## config.mk

```make
export PLATFORM = sky130hd
export DESIGN_NAME = dual_dac_regif
export DESIGN_NICKNAME = d
export VERILOG_FILES = /design/src/rtl/dacif_pkg.sv /design/src/rtl/dacif_decode.sv /design/src/rtl/dacif_ctrl.sv /design/src/rtl/dacif_channel.sv /design/src/rtl/dual_dac_regif.sv
export SDC_FILE = /design/constraint.sdc
export NUM_CORES = 1
export LEC_CHECK = 0
export BUFFER_PORTS_ARGS = -buffer_cell sky130_fd_sc_hd__buf_4
export CORE_MARGIN = 2
export CORE_UTILIZATION = 40
export DETAILED_ROUTE_END_ITERATION = 10
export GPL_TIMING_DRIVEN = 0
export PLACE_DENSITY_LB_ADDON = 0.05
export SETUP_SLACK_MARGIN = 0.5
export SYNTH_ARGS = -nofsm -noshare
export SYNTH_HDL_FRONTEND = slang
export SYNTH_SLANG_ARGS = --single-unit
export TNS_END_PERCENT = 100
```

## constraint.sdc

```tcl
create_clock -name clk -period 1.75 [get_ports clk]
set_clock_uncertainty 0.05 [all_clocks]
set_input_delay 0.175 -clock clk [delete_from_list [all_inputs] [get_ports clk]]
set_output_delay 0.175 -clock clk [all_outputs]
set_load 0.02 [all_outputs]
```

## src/rtl/dacif_pkg.sv

```systemverilog
package dacif_pkg;
    localparam int CH_NUM   = 2;
    localparam int BYTE_W   = 8;
    localparam int CODE_W   = 12;
    localparam int HI_W     = CODE_W - BYTE_W;
    localparam int PAD_W    = CODE_W - BYTE_W;
    localparam int ADDR_W   = 3;

    // control register field positions
    localparam int MODE8_LSB = 0;
    localparam int RANGE_LSB = MODE8_LSB + CH_NUM;
    localparam int PD_LSB    = RANGE_LSB + CH_NUM;
    localparam int LIVE_BIT  = BYTE_W - 1;

    localparam logic [ADDR_W-1:0] ADDR_CTRL = '0;

    typedef struct packed {
        logic [CH_NUM-1:0] mode8;
        logic [CH_NUM-1:0] range;
        logic [CH_NUM-1:0] pd;
        logic              live;
    } ctrl_t;

    function automatic logic [ADDR_W-1:0] lo_addr(input int ch);
        return ADDR_W'(1 + 2 * ch);
    endfunction

    function automatic logic [ADDR_W-1:0] hi_addr(input int ch);
        return ADDR_W'(2 + 2 * ch);
    endfunction

    function automatic logic [CODE_W-1:0] form_code(
        input logic [HI_W-1:0]   hi,
        input logic [BYTE_W-1:0] lo,
        input logic              m8
    );
        if (m8)
            return {lo, {PAD_W{1'b0}}};
        return {hi, lo};
    endfunction
endpackage

```

## src/rtl/dacif_decode.sv

```systemverilog
module dacif_decode
    import dacif_pkg::*;
(
    input  logic              wr_en,
    input  logic [ADDR_W-1:0] wr_addr,
    output logic              ctrl_we,
    output logic [CH_NUM-1:0] lo_we,
    output logic [CH_NUM-1:0] hi_we
);
    assign ctrl_we = wr_en && (wr_addr == ADDR_CTRL);

    for (genvar i = 0; i < CH_NUM; i++) begin : g_dec
        assign lo_we[i] = wr_en && (wr_addr == lo_addr(i));
        assign hi_we[i] = wr_en && (wr_addr == hi_addr(i));
    end
endmodule

```

## src/rtl/dacif_ctrl.sv

```systemverilog
module dacif_ctrl
    import dacif_pkg::*;
(
    input  logic              clk,
    input  logic              rst,
    input  logic              ctrl_we,
    input  logic [BYTE_W-1:0] wr_data,
    output ctrl_t             ctrl_q,
    output logic [CH_NUM-1:0] mode8_eff,
    output logic              xfer
);
    ctrl_t ctrl_d;

    always_comb begin
        ctrl_d.mode8 = wr_data[MODE8_LSB +: CH_NUM];
        ctrl_d.range = wr_data[RANGE_LSB +: CH_NUM];
        ctrl_d.pd    = wr_data[PD_LSB +: CH_NUM];
        ctrl_d.live  = wr_data[LIVE_BIT];
    end

    always_ff @(posedge clk) begin
        if (rst) begin
            ctrl_q <= '{mode8: '0, range: '0, pd: '0, live: 1'b1};
        end else if (ctrl_we) begin
            ctrl_q <= ctrl_d;
        end
    end

    // width used for a load happening this cycle: a control write applies its own value
    assign mode8_eff = ctrl_we ? ctrl_d.mode8 : ctrl_q.mode8;
    assign xfer      = ctrl_we && ctrl_d.live;
endmodule

```

## src/rtl/dacif_channel.sv

```systemverilog
module dacif_channel
    import dacif_pkg::*;
(
    input  logic              clk,
    input  logic              rst,
    input  logic              lo_we,
    input  logic              hi_we,
    input  logic [BYTE_W-1:0] wr_data,
    input  logic              mode8,
    input  logic              live,
    input  logic              xfer,
    output logic [CODE_W-1:0] code
);
    logic [BYTE_W-1:0] lo_hold;
    logic [HI_W-1:0]   hi_hold;
    logic              load_now;
    logic [BYTE_W-1:0] lo_src;

    assign load_now = (lo_we && live) || xfer;
    assign lo_src   = lo_we ? wr_data : lo_hold;

    always_ff @(posedge clk) begin
        if (rst) begin
            lo_hold <= '0;
            hi_hold <= '0;
            code    <= '0;
        end else begin
            if (lo_we)    lo_hold <= wr_data;
            if (hi_we)    hi_hold <= wr_data[HI_W-1:0];
            if (load_now) code    <= form_code(hi_hold, lo_src, mode8);
        end
    end
endmodule

```

## src/rtl/dual_dac_regif.sv

```systemverilog
module dual_dac_regif
    import dacif_pkg::*;
(
    input  logic              clk,
    input  logic              rst,
    input  logic              wr_en,
    input  logic [ADDR_W-1:0] wr_addr,
    input  logic [BYTE_W-1:0] wr_data,
    output logic [CODE_W-1:0] code_a,
    output logic [CODE_W-1:0] code_b,
    output logic [CH_NUM-1:0] range_sel,
    output logic [CH_NUM-1:0] pwr_down
);
    logic              ctrl_we;
    logic [CH_NUM-1:0] lo_we;
    logic [CH_NUM-1:0] hi_we;
    ctrl_t             ctrl_q;
    logic [CH_NUM-1:0] mode8_eff;
    logic              xfer;
    logic [CODE_W-1:0] ch_code [CH_NUM];

    dacif_decode u_dec (
        .wr_en   (wr_en),
        .wr_addr (wr_addr),
        .ctrl_we (ctrl_we),
        .lo_we   (lo_we),
        .hi_we   (hi_we)
    );

    dacif_ctrl u_ctrl (
        .clk       (clk),
        .rst       (rst),
        .ctrl_we   (ctrl_we),
        .wr_data   (wr_data),
        .ctrl_q    (ctrl_q),
        .mode8_eff (mode8_eff),
        .xfer      (xfer)
    );

    for (genvar i = 0; i < CH_NUM; i++) begin : g_ch
        dacif_channel u_ch (
            .clk     (clk),
            .rst     (rst),
            .lo_we   (lo_we[i]),
            .hi_we   (hi_we[i]),
            .wr_data (wr_data),
            .mode8   (mode8_eff[i]),
            .live    (ctrl_q.live),
            .xfer    (xfer),
            .code    (ch_code[i])
        );
    end

    assign code_a    = ch_code[0];
    assign code_b    = ch_code[1];
    assign range_sel = ctrl_q.range;
    assign pwr_down  = ctrl_q.pd;
endmodule

```

# Word-level counts from Yosys, hierarchy flattened
# Cells that the tools add are included.
# classes
n_eq_ne	4
n_mux	13
reduce_logical	11
# ops
operator	n
$mux W12	4
$mux W8	2
$logic_and A1 B1 Y1	8
$eq A3 B2 Y1 const B	2
$mux W1	6
$eq A3 B1 Y1 const B	1
$eq A3 B3 Y1 const B	1
$logic_not A3 Y1	1
$logic_or A1 B1 Y1	2
$mux W2	1
# totals
reg_bits	55
in_bits	14
output_inout_bits	28
elab_cells	38

# Logic depth before layout (Yosys ltp)
# Gate-level depths: netlist (run 1).
# depth
ltp_word	7
ltp_mapped	7
mapped_depth_nobuf	4

# By module
# Synthesis (run 1) repeated with hierarchy kept, for this count alone.
# hier_totals
hier_cells	224
hier_area_um2	2376.0
# modules_own_cells
mod	instances	cells_per_inst	area_per_inst_um2	seq_area_each_um2
dacif_channel	2	98	1013.5	480.5
dacif_ctrl	1	23	285.3	140.1
dacif_decode	1	5	63.8	0.0

# Least setup slack after synthesis (run 1)
# Ideal clock, no wire load.
# synth_timing
path_type	input to register
start	in wr_addr[0]
end	reg g_ch[0].u_ch.code[3]
setup_ns	0.071
arrival_time_ns	1.620
required_ns	1.629
path_slack_ns	0.009
stages	7
n_path_buf	3
path_cell_list	buf_6 -> nor4b_2 -> buf_6 -> mux2_4 -> buf_6 -> or3_1 -> a21oi_1
# synth_between
elab_chain_len	7
elab_cells_between_ends	13
classes_between	eq/ne (1); mux (6); reduce/logical (6)
# synth_lines
element	line_no	source
from (decl)	dual_dac_regif.sv:7	input logic [ADDR_W-1:0] wr_addr,
$logic_not A3 Y1	dacif_decode.sv:10	assign ctrl_we = wr_en && (wr_addr == ADDR_CTRL);
$logic_and A1 B1 Y1	dacif_decode.sv:10	
$mux W2	dacif_ctrl.sv:30	assign mode8_eff = ctrl_we ? ctrl_d.mode8 : ctrl_q.mode8;
$mux W1	dacif_pkg.sv:37	if (m8)
$mux W1	dacif_channel.sv:30	if (load_now) code <= form_code(hi_hold, lo_src, mode8);
$mux W1	dacif_channel.sv:23	if (rst) begin
$mux W12	dacif_pkg.sv:39	return {hi, lo};
to (signal assigned)	dacif_channel.sv:30	
to (decl)	dacif_channel.sv:12	output logic [CODE_W-1:0] code
# Several ways; a longest one is shown, not always the timed one. The select of a mux whose other input is x is not followed.
# A chain may end at the register's enable or synchronous reset.

# Worst setup path in the final report (run 1)
# layout_timing
start	reg u_ctrl.ctrl_q[0] (netlist name)
end	reg g_ch[0].u_ch.code[1]
# layout_between
elab_chain_len	2
# layout_lines
element	line_no	source
$logic_and A1 B1 Y1	dacif_channel.sv:19	assign load_now = (lo_we && live) || xfer;
$logic_or A1 B1 Y1	dacif_channel.sv:19	
# Every way passes these cells.

==> results list, run 1 <==
- Main synth FF type: sky130_fd_sc_hd__dfxtp_1
- Critical-path cell list: mux2i_1, or3_4, buf_6, buf_4, or3_4, a21oi_2
- GRT Util Overall: 17.6%
- The worst register-to-register path begins at u_ctrl.ctrl_q[0]$_SDFFE_PP1P_.
* Worst Hold Endpoint: u_ctrl.ctrl_q[0]$_SDFFE_PP1P_
- Leakage power: 1.22 nW
- Summing the sequential cell areas from Yosys gives 47.4% of the chip area.
- In this run, CTS created clock tree buffers numbering 5.
- Kind of cell with the highest combined delay on the critical path: simple AND/OR/NAND/NOR gates
- Core region area: 5540 sq um
- Starting DRT DRC Count: 56
* Terminus of the critical flop-to-flop path: g_ch[0].u_ch.code[1]$_SDFFE_PP0P_
- Unrepaired setup endpoints after global routing: yes
- By area the synthesized netlist is led by sky130_fd_sc_hd__dfxtp_1, sky130_fd_sc_hd__mux2i_1, sky130_fd_sc_hd__nor2_1, sky130_fd_sc_hd__nand3b_1, sky130_fd_sc_hd__mux2_2.
- Max-cap violations in this run came to 0.
* Post-Route Utilization: 55.5%
- Via count normalized by instance count: 4.93
- Final worst-path setup slack: 118 ps
- Root buf cell: sky130_fd_sc_hd__clkbuf_8
- TritonCTS clock tree: done
* Worst hold slack: 67.8 ps
- Via count of the first global-routing pass: 1,695
- Largest family of logic cells by synthesized area: simple AND/OR/NAND/NOR gates
- The run finished with clean final reports.
- Pin count of the biggest net entering global routing: 17
- Fraction of the cycle the final worst path needs: 93.3%
- VDD sags by at most 0.000441 V.
- Final net count: 303
* Power per cell area: 778 nW/um^2
- Power after layout: 2.39 mW
* Most common cell in the synthesized netlist: sky130_fd_sc_hd__dfxtp_1
- Counting every net in the synthesized netlist gives 246.
- In the final layout, the share of cells above drive strength 1 is 37.9%.
* Cell type with the largest total area after synthesis: sky130_fd_sc_hd__dfxtp_1
* Maximum number of buffers from clock root to sink: 2
- Setup violations remaining at the end of the flow were counted as 0.
* DP Area: 2730 sq um
- In this run, distinct cell masters in the synthesized netlist total 30.
* Transition at the pin with the smallest max-transition slack: 904 ps
* Hold wc startpoint: wr_data[7]
- Synthesis Warnings: 0
- #FFs+latches synth: 55
* Post-synth top cells: sky130_fd_sc_hd__dfxtp_1, sky130_fd_sc_hd__nor2_1, sky130_fd_sc_hd__mux2i_1
* Sort of element at the start of the critical path: register
* Post-synthesis compound-gate area fraction: 7.60%
* CTS sink count: 55
- In this run the worst setup path begins at u_ctrl.ctrl_q[0]$_SDFFE_PP1P_.
* Routed vias: 1,784
- Clock slew at reported path FFs: 100 ps
- For the final routed database, the setup TNS stands at 0 ps.
* Adder and majority cell fraction of the synthesized area: 0%
- FFs w/ async S/R, synth: 0%
* Cell count after synthesis: 232
- Once detail routing completed, the nets flagged for antenna violations numbered 0.
* Initial antenna violation count: 0
* Critical Path Slowest Stage Cell: sky130_fd_sc_hd__or3_4
- Detailed-route DRC error count: 0
- Global routing finished with a remaining overflow of 0.
- Data arrives at the worst endpoint at 1830 ps.
- The critical path is of the reg -> reg type.
- Averaged over all synthesized cells, the footprint is 10.0 sq um.
- Number of placed cells counting well taps: 344
* Post-placement worst setup slack: -146 ps
* Largest stage delay on the critical path: 390 ps
- Synthesis-to-finish area growth: 32.5%
- Number of optimization iterations in the first detailed-route pass: 4
* Global-route wire length before repair: 8.60 mm
- Measured in cells, the most critical reg-to-reg path has a length of 6.
- The die covers 6430 sq um.
- Measured along the y axis, the die boundary spans 80.2 um.
- Of the total synthesized cell area, the portion taken by AND, OR, NAND and NOR gates is 21.4%.
- Area fraction of the dominant cell type after synthesis: 47.4%
* Maximum operating frequency: 613 MHz
* Proportion of synthesized area in mux cells: 17.7%
* Filler-free cell count of the finished design: 362
- The H-tree generated during clock tree synthesis spans 2 levels.
* Dpl hpwl: 3.76 mm
- Setup slack of the worst register-to-register path: 120 ps
- After routing the design area is 3080 sq um.
- The worst pin sits at a relative slew slack of 39.3%.
- Number of pins with negative max-slew slack in the final report: 0
* RePlAce Congestion: 0.713
- The initialized floorplan defines 27 standard-cell rows.
- Together, buffers and inverters on the worst path number 2.
- The most numerous cell type found on the critical path is sky130_fd_sc_hd__or3_4.
- For the worst setup path, the data required time is 1950 ps.
* Area of the mapped netlist: 2320 sq um
* Wirelength, routed: 5.58 mm
- The repair_antennas step left the layout with diodes totalling 0.
* Worst-skew pair later-pin latency: 310 ps
* Die width: 80.2 um
* Critical path endpoint category: register
- The tightest min-delay check is of the in -> reg type.
- Hold violation total from the final report: 0
* Number of enable flip-flop cells after synthesis: 0
- After Yosys synthesis, XOR and XNOR cells account for 0% of the synthesized area.
- Counting I/O delays and the setup requirement, the final critical path takes 1630 ps.
* Effective utilization at floorplan: 41.9%
* Min-Delay Path Depth: 2
* Worst Path Max Fanout: 6
- After detailed routing, the average wire length per cell comes to 15.4 um.
* I/O Pins: 42
- Buffers placed on the I/O ports in this run total 40.
[how the worst max path moves through the flow]
stage | cells past startpoint | slack (ps) | to
2_1_floorplan | 7 | 30 | g_ch[0].u_ch.code[3]$_SDFFE_PP0P_
3_3_place_gp | 7 | -140 | g_ch[1].u_ch.code[3]$_SDFFE_PP0P_
3_5_place_dp | 7 | -150 | g_ch[1].u_ch.code[3]$_SDFFE_PP0P_
4_1_cts | 6 | 110 | g_ch[0].u_ch.code[1]$_SDFFE_PP0P_
5_1_grt | 6 | 60 | g_ch[0].u_ch.code[1]$_SDFFE_PP0P_
6_report | 6 | 120 | g_ch[0].u_ch.code[1]$_SDFFE_PP0P_
[registers in the layout (all words and copies together) (netlist names)]
name,flops
g_ch.u_ch.lo_hold,16
g_ch.u_ch.hi_hold,8
u_ctrl.ctrl_q,7
g_ch.u_ch.code,24
[cells by family after synthesis]
| family | count (synthesis) |
|---|---|
| compound gates | 26 |
| buf+inv | 21 |
| flops | 55 |
| mux | 39 |
| simple gates | 91 |
[layout by cell type (no fill, tap or decap), types with 8 or more instances in the layout]
cell type	n
sky130_fd_sc_hd__dfxtp_1	54
sky130_fd_sc_hd__buf_4	48
sky130_fd_sc_hd__nor2_1	34
sky130_fd_sc_hd__mux2i_1	26
sky130_fd_sc_hd__nand3b_1	16
sky130_fd_sc_hd__buf_6	10
sky130_fd_sc_hd__nand2_1	9
sky130_fd_sc_hd__mux2_2	8
[layout make-up]
class | count | area (sq um)
Tap cell | 72 | 90.1
Clock inverter | 2 | 35.0
Multi-Input combinational cell | 156 | 1210
Clock buffer | 6 | 82.6
Buffer | 21 | 156
Timing Repair Buffer | 50 | 402
Fill cell | 534 | 2460
Sequential cell | 55 | 1100
[where the power goes]
part / total, mW / internal, mW / switching, mW
Combinational: 0.244 / 0.113 / 0.131
Clock: 0.870 / 0.464 / 0.407
Sequential: 1.28 / 1.27 / 0.00786
[worst reg2reg max path, delay by kind of cell, from the launching register on]
kind                   cells  cell delay (ps)
AO/OA/AOI/OAI              1              110
buffers and inverters      2              270
flip-flops                 1              340
multiplexers               1               70
AND/OR/NAND/NOR            2              750
[what timing repair did]
item	4_1_cts	5_1_grt
hold endpoints to repair	0	0
resized for setup	21	18
hold buffers	0	0
pin swaps	23	14
setup buffers	9	1
endpoints found under the setup margin	26	32
cloned	0	0
[metal layers]
| layer | global-route usage, % | part of all wire [%] | vias up |
|---|---|---|---|
| met5 | 0 | 0 | - |
| met1 | 24.0 | 48 | 840 |
| met2 | 28.2 | 48 | 29 |
| li1 | - | - | 910 |
| met4 | 5.42 | 0.79 | 0 |
| met3 | 3.26 | 3.0 | 5 |
Note: power is estimated with default switching activity, not from simulation.
==> run 2: changes to the inputs <==
Settings changed: PLACE_DENSITY_LB_ADDON 0.05 to default.
==> run 2 against run 1 <==
Clock power fell by 22%; critical path depth did not move; via count grew 4.9%; register-to-register slack gained 30 ps; cell count increased by 2.5%; critical endpoint unchanged; largest power group unchanged.
==> results list, run 2 (synthesized netlist as in run 1, its figures left out) <==
- Run status: complete, no violations (unchanged).
- Unrepaired setup endpoints after global routing: yes (unchanged).
- Final worst-path setup slack: 150 ps (was 118 ps)
* Count of antenna diodes in the layout: 0 (unchanged)
- The CTS sink count was 55 (unchanged).
- The maximum vdd ir drop is 0.000443 V (was 0.000441 V).
- Root buf cell: sky130_fd_sc_hd__clkbuf_8 (unchanged)
* Global-route met3 utilization: 3.82% (was 3.26%)
- The sum of overflow across all layers after global routing is 0 (unchanged).
- The horizontal extent of the die is 80.2 um (unchanged).
* Effective utilization at floorplan: 41.9% (unchanged)
- The register containing the most flip-flops in the final layout is g_ch.u_ch.code (unchanged).
- RePlAce Congestion: 0.783 (was 0.713)
- The highest clock frequency the design can meet is 625 MHz (was 613 MHz).
- The slew at the pin closest to its max-slew limit came to 559 ps (was 904 ps).
- The clock input transition at the sequential cells of the worst setup and hold paths is 90 ps (was 100 ps).
* Power after layout: 2.23 mW (was 2.39 mW)
- The utilization after layout came to 57.4% (was 55.5%).
* Wirelength, routed: 5.79 mm (was 5.58 mm)
- Critical-path cell list: mux2i_1, or3_1, buf_6, buf_12, or3_4, a21oi_2 (was mux2i_1, or3_4, buf_6, buf_4, or3_4, a21oi_2).
* Hold violation total from the final report: 0 (unchanged)
- The total placed cells including tap cells is 344 (unchanged).
- The layout cell share with drive strength beyond 1 was 39.1% (was 37.9%).
- The count of buffer and inverter cells on the critical path was 2 (unchanged).
* Setup TNS: 0 ps (unchanged)
* Setup slack of the worst register-to-register path: 150 ps (was 120 ps)
- The data arrival at the endpoint of the critical path was 1790 ps (was 1830 ps).
* Number of buffers inserted during clock tree synthesis: 5 (unchanged)
- The clock period minus final worst setup slack came to 1600 ps (was 1630 ps).
- The area of the placeable core came to 5540 sq um (unchanged).
* Sort of element at the start of the critical path: register (unchanged)
- Required time reported for the critical path endpoint: 1940 ps (was 1950 ps)
- The number of nets in the final layout was 312 (was 303).
* # H-tree levels: 2 (unchanged)
- The leakage power summed over all cells came to 1.27 nW (was 1.22 nW).
* Number of optimization iterations in the first detailed-route pass: 4 (unchanged)
- Depth of the critical timing path with buffers and inverters included: 6 (unchanged)
- The count of cells along the worst hold path came to 2 (unchanged).
- R2R depth: 6 (unchanged)
- The path type of the worst min-delay path is in -> reg (unchanged).
* Overall die area: 6430 sq um (unchanged)
- Fraction of met2 tracks used by global routing: 31.0% (was 28.2%)
* Switching pwr: 0.547 mW (was 0.545 mW)
- Clock share of power: 30.5% (was 36.4%)
- The number of flip-flops under the largest register name was 24 (unchanged).
- The DRC violations left is 0 (unchanged).
* Pin count of the biggest net entering global routing: 16 (was 17)
- Portion of total power attributed to sequential cells: 57.4% (was 53.4%)
* Most common cell after layout, fill and taps aside: sky130_fd_sc_hd__dfxtp_1 (unchanged)
* Input/output buffers: 40 (unchanged)
- FP Rows: 27 (unchanged)
- Initial antenna violation count: 0 (unchanged)
- Starting DRT DRC Count: 110 (was 56)
- The share of the clock period used by the worst path after layout came to 91.4% (was 93.3%).
* Number of pins with negative max-slew slack in the final report: 0 (unchanged)
- The insertion delay to the later sink of the worst-skew pair is 300 ps (was 310 ps).
- Routed vias: 1,872 (was 1,784)
- Via count normalized by instance count: 5.05 (was 4.93)
- Setup-violating endpoint count in the final report: 0 (unchanged)
* Worst Path Max Fanout: 4 (was 6)
- Via count of the first global-routing pass: 1,862 (was 1,695)
* GRT Util Overall: 19.2% (was 17.6%)
* Routing layer with the top usage in global route: met2 (unchanged)
* Critical path endpoint category: register (unchanged)
- The cell type of the slowest stage on the worst timing path was sky130_fd_sc_hd__or3_1 (was sky130_fd_sc_hd__or3_4).
- The family of cells with the greatest summed delay on the critical path is simple AND/OR/NAND/NOR gates (unchanged).
- The largest buffer count on any clock path came to 2 (unchanged).
* I/O Pins: 42 (unchanged)
- The worst slack at placement is -136 ps (was -146 ps).
- Relative contribution of combinational cells to total power: 12.0% (was 10.2%)
- The met1 track demand over resource is 26.3% (was 24.0%).
* Average routed wire per standard cell: 15.6 um (was 15.4 um)
* Switching part of the total power: 24.6% (was 22.8%)
- The number of standard cells in the final layout excluding fillers came to 371 (was 362).
* Remaining max-slew budget at the tightest pin: 62.8% (was 39.3%)
- The TritonCTS clock tree was done (unchanged).
- The count of max-cap constraint violations was 0 (unchanged).
* Overall die height: 80.2 um (unchanged)
- Regs by FF count: g_ch.u_ch.code: 24 flops, g_ch.u_ch.lo_hold: 16 flops, g_ch.u_ch.hi_hold: 8 flops (unchanged).
- Most frequent cells in the layout: sky130_fd_sc_hd__dfxtp_1, sky130_fd_sc_hd__buf_4, sky130_fd_sc_hd__nor2_1 (unchanged).
* Largest stage delay on the critical path: 350 ps (was 390 ps)
* Dpl hpwl: 3.69 mm (was 3.76 mm)
- Power per cell area: 700 nW/um^2 (was 778 nW/um^2)
- Global-route wire length before repair: 9.38 mm (was 8.60 mm)
* Internal power consumption: 1.68 mW (was 1.85 mW)
- Number of antenna-violating nets in the routed design: 0 (unchanged)
- Synthesis-to-finish area growth: 37.0% (was 32.5%)
- Setup Crit Path Kind: reg -> reg (unchanged)
[run 2: changes by cell type in the layout (fill, tap and decap cells not counted), sizes merged]
| cell | delta |
|---|---|
| bufinv | -1 |
| buf | +8 |
| clkbuf | +2 |
[run 2: power by group through the flow]
stage,combinational [mW],sequential [mW],clock (mW)
after floorplan,0.124,1.31,0
after global placement,0.209,1.31,0
after detailed placement,0.209,1.31,0
after CTS,0.249,1.28,0.704
after global routing,0.288,1.28,0.755
final,0.268,1.28,0.680
[run 2: final timing paths]
path | startpoint | end
max | u_ctrl.ctrl_q[0]$_SDFFE_PP1P_ | g_ch[0].u_ch.code[1]$_SDFFE_PP0P_
min | wr_data[7] | u_ctrl.ctrl_q[0]$_SDFFE_PP1P_
max reg2reg | u_ctrl.ctrl_q[0]$_SDFFE_PP1P_ | g_ch[0].u_ch.code[1]$_SDFFE_PP0P_
min reg2reg | g_ch[1].u_ch.code[2]$_SDFFE_PP0P_ | g_ch[1].u_ch.code[2]$_SDFFE_PP0P_
[run 2: final cells by class]
class,count,area [sq um]
buffer,21,174
clock buffer,7,76.3
clock inverter,1,5.00
fill,518,2360
multi-input combinational,156,1250
sequential,55,1100
tap,72,90.1
timing repair buffer,59,480
[run 2: per-layer routing]
| layer | up-vias | share of wire [%] |
|---|---|---|
| met4 | 0 | 0.95 |
| met2 | 39 | 47 |
| li1 | 926 | - |
| met3 | 5 | 3.6 |
| met1 | 902 | 49 |
| met5 | - | 0 |
[run 2: stage by stage]
step	hold WS, ps	instance area [sq um]
2_1_floorplan	243	2340
3_3_place_gp	382	2730
3_5_place_dp	387	2730
4_1_cts	71.2	3050
5_1_grt	85.8	3180
6_report	84.1	3180
[run 2: what timing repair did]
action                                 in CTS  in global routing
setup endpoints to repair                  26                 40
endpoints found under the hold margin       0                  0
cloned                                      2                  0
hold buffers                                0                  0
setup buffers                              15                  2
resized for setup                          26                 23
pin swaps                                  24                 15
==> run 3: changes to the inputs <==
Settings changed: CORE_UTILIZATION 40 to 49, PLACE_DENSITY from default to 0.74.
==> run 3 against run 2 <==
Register-to-register slack is essentially flat; non-clock buffer count shrank 6; combinational power shrank 6%; cell area shrank 4.1%; cell count shrank 7.0%; setup slack gained 15 ps.
==> results list, run 3 (synthesized netlist as in run 1, its figures left out) <==
- Post-cts hold buffer count: 0 (unchanged)
- Maximum operating frequency: 631 MHz (was 625 MHz)
- The layout cell share with drive strength beyond 1 was 37.5% (was 39.1%).
- Fraction of the cycle the final worst path needs: 90.6% (was 91.4%)
- Min-Delay Path Depth: 2 (unchanged)
- The number of antenna violations at the first check in global routing was 0 (unchanged).
* Register bank with the most flops: g_ch.u_ch.code (unchanged)
* Clock slew at reported path FFs: 90 ps (about the same)
- Global-route wire length before repair: 8.56 mm (was 9.38 mm)
- Unrepaired setup endpoints after global routing: yes (unchanged)
- Average routed wire per standard cell: 16.8 um (was 15.6 um)
- The critical path required time was 1920 ps (was 1940 ps).
* Overall die height: 72.8 um (was 80.2 um)
* Number of optimization iterations in the first detailed-route pass: 4 (unchanged)
* Starting DRT DRC Count: 65 (was 110)
- The family of cells with the greatest summed delay on the critical path is simple AND/OR/NAND/NOR gates (unchanged).
* Final net count: 306 (was 312)
- The largest stage delay on the critical path was 360 ps (was 350 ps).
- Routed vias: 1,840 (was 1,872)
* Transition at the pin with the smallest max-transition slack: 555 ps (was 559 ps)
- # H-tree levels: 2 (unchanged)
* CTS sink count: 55 (unchanged)
- Most frequent cells in the layout: sky130_fd_sc_hd__dfxtp_1, sky130_fd_sc_hd__buf_4, sky130_fd_sc_hd__nor2_1 (unchanged)
- Post-Route Utilization: 65.4% (was 57.4%)
* Number of pins with negative max-slew slack in the final report: 0 (unchanged)
* Total grt overflow: 0 (unchanged)
- Die width: 72.8 um (was 80.2 um)
* RePlAce Congestion: 0.834 (was 0.783)
* Max FFs per register: 24 (unchanged)
- Filler-free cell count of the finished design: 345 (was 371)
- The layout-stage area growth over the synthesis result was 31.3% (was 37.0%).
* Arrival time reported for the critical path endpoint: 1760 ps (was 1790 ps)
* Via count of the first global-routing pass: 1,711 (was 1,862)
* Setup Crit Path Kind: reg -> reg (unchanged)
* I/O Pins: 42 (unchanged)
- The insertion delay to the later sink of the worst-skew pair was 310 ps (was 300 ps).
* Pin count of the biggest net entering global routing: 15 (was 16)
- Regs by FF count: g_ch.u_ch.code: 24 flops, g_ch.u_ch.lo_hold: 16 flops, g_ch.u_ch.hi_hold: 8 flops (unchanged)
* Critical path endpoint category: register (unchanged)
- The DRC violations left was 0 (unchanged).
- Critical-path cell list: mux2i_1, or3_1, buf_6, or2_0, buf_6, o31ai_4 (was mux2i_1, or3_1, buf_6, buf_12, or3_4, a21oi_2).
- The wire length after detailed routing came to 5.78 mm (was 5.79 mm).
- The TritonCTS clock tree is done (unchanged).
* Remaining max-slew budget at the tightest pin: 63.0% (was 62.8%)
- The leakage power summed over all cells is 1.21 nW (was 1.27 nW).
- The overall power of the completed layout is 2.19 mW (was 2.23 mW).
- The average via count per standard cell came to 5.33 (was 5.05).
- The final hold violation count was 0 (unchanged).
- Input/output buffers: 40 (unchanged)
- Worst Path Max Fanout: 8 (was 4)
* Count of antenna diodes in the layout: 0 (unchanged)
- The area enclosed by the die boundary was 5310 sq um (was 6430 sq um).
- Maximum number of buffers from clock root to sink: 2 (unchanged)
- The worst reg2reg path depth was 6 (unchanged).
* Number of buffers inserted during clock tree synthesis: 5 (unchanged)
- The HPWL reported at the end of detailed placement is 3.60 mm (was 3.69 mm).
- The number of antenna-violating nets in the routed design was 0 (unchanged).
- Power per cell area: 718 nW/um^2 (was 700 nW/um^2)
* Run status: complete, no violations (unchanged)
- The clock period minus final worst setup slack is 1590 ps (was 1600 ps).
- Most common cell after layout, fill and taps aside: sky130_fd_sc_hd__dfxtp_1 (unchanged)
* Sort of element at the start of the critical path: register (unchanged)
- The cell type of the slowest stage on the worst timing path was sky130_fd_sc_hd__or3_1 (unchanged).
- Root buf cell: sky130_fd_sc_hd__clkbuf_8 (unchanged)
- Critical path buffer and inverter count: 2 (unchanged)
* Worst hold path type: in -> reg (unchanged)
- The total placed cells including tap cells was 326 (was 344).
- Setup-violating endpoint count in the final report: 0 (unchanged)
- The cell that appears most often on the critical path is sky130_fd_sc_hd__buf_6.
- Worst hold slack: 75.2 ps (was 84.1 ps)
- FP Rows: 25 (was 27)
* Core region area: 4660 sq um (was 5540 sq um)
* Depth of the critical timing path with buffers and inverters included: 6 (unchanged)
- Effective utilization at floorplan: 49.8% (was 41.9%)
- MaxCap Viol Count: 0 (unchanged)
- Maximum resistive drop on vdd: 0.000670 V (was 0.000443 V)
* GRT Util Overall: 21.5% (was 19.2%)
==> run 3: power by group <==
| part | switching (mW) | leakage (nW) | total (mW) | internal (mW) |
|---|---|---|---|---|
| clock network | 0.390 | 0.0371 | 0.659 | 0.268 |
| registers | 0.00823 | 0.444 | 1.28 | 1.27 |
| logic | 0.137 | 0.731 | 0.252 | 0.115 |
==> run 3: timing repair <==
action,in CTS,in global routing
gates cloned,2,0
pin swaps,13,11
resized for setup,11,30
endpoints found under the setup margin,26,30
setup buffers,8,3
==> run 3: metal layers <==
| layer | track usage (%) | part of all wire (%) | vias to the layer above | routed length, um |
|---|---|---|---|---|
| met5 | 0 | 0 | - | 0 |
| met4 | 9.26 | 1.8 | 0 | 102 |
| met3 | 3.73 | 4.3 | 10 | 246 |
| met2 | 31.4 | 45 | 54 | 2590 |
| met1 | 31.1 | 49 | 869 | 2840 |
| li1 | - | - | 907 | - |
==> run 3: area by class of cell <==
class | instances | area, sq um
fillers | 385 | 1610
multi-input cells | 156 | 1220
flip-flops and latches | 55 | 1100
repair buffers | 53 | 420
plain buffers | 21 | 163
clock buffers | 6 | 72.6
well taps | 54 | 67.6
==> run 3: path summary, 6_finish.rpt <==
check / startpoint / end / slack [ps]
worst max-delay path: u_ctrl.ctrl_q[0]$_SDFFE_PP1P_ / g_ch[0].u_ch.code[11]$_SDFFE_PP0P_ / 160
worst min-delay path: wr_data[7] / u_ctrl.ctrl_q[0]$_SDFFE_PP1P_ / 80
worst max register to register: u_ctrl.ctrl_q[0]$_SDFFE_PP1P_ / g_ch[0].u_ch.code[11]$_SDFFE_PP0P_ / 160
worst min register to register: g_ch[1].u_ch.code[0]$_SDFFE_PP0P_ / g_ch[1].u_ch.code[0]$_SDFFE_PP0P_ / 410
==> run 3: per-stage QoR <==
stage               area [sq um]  setup WS [ps]  TNS, ps
global placement            2710           -131     -421
global route                3050            113        0
floorplan                   2340           33.3        0
finish                      3050            165        0
CTS                         2900            149        0
detailed placement          2710           -146     -651
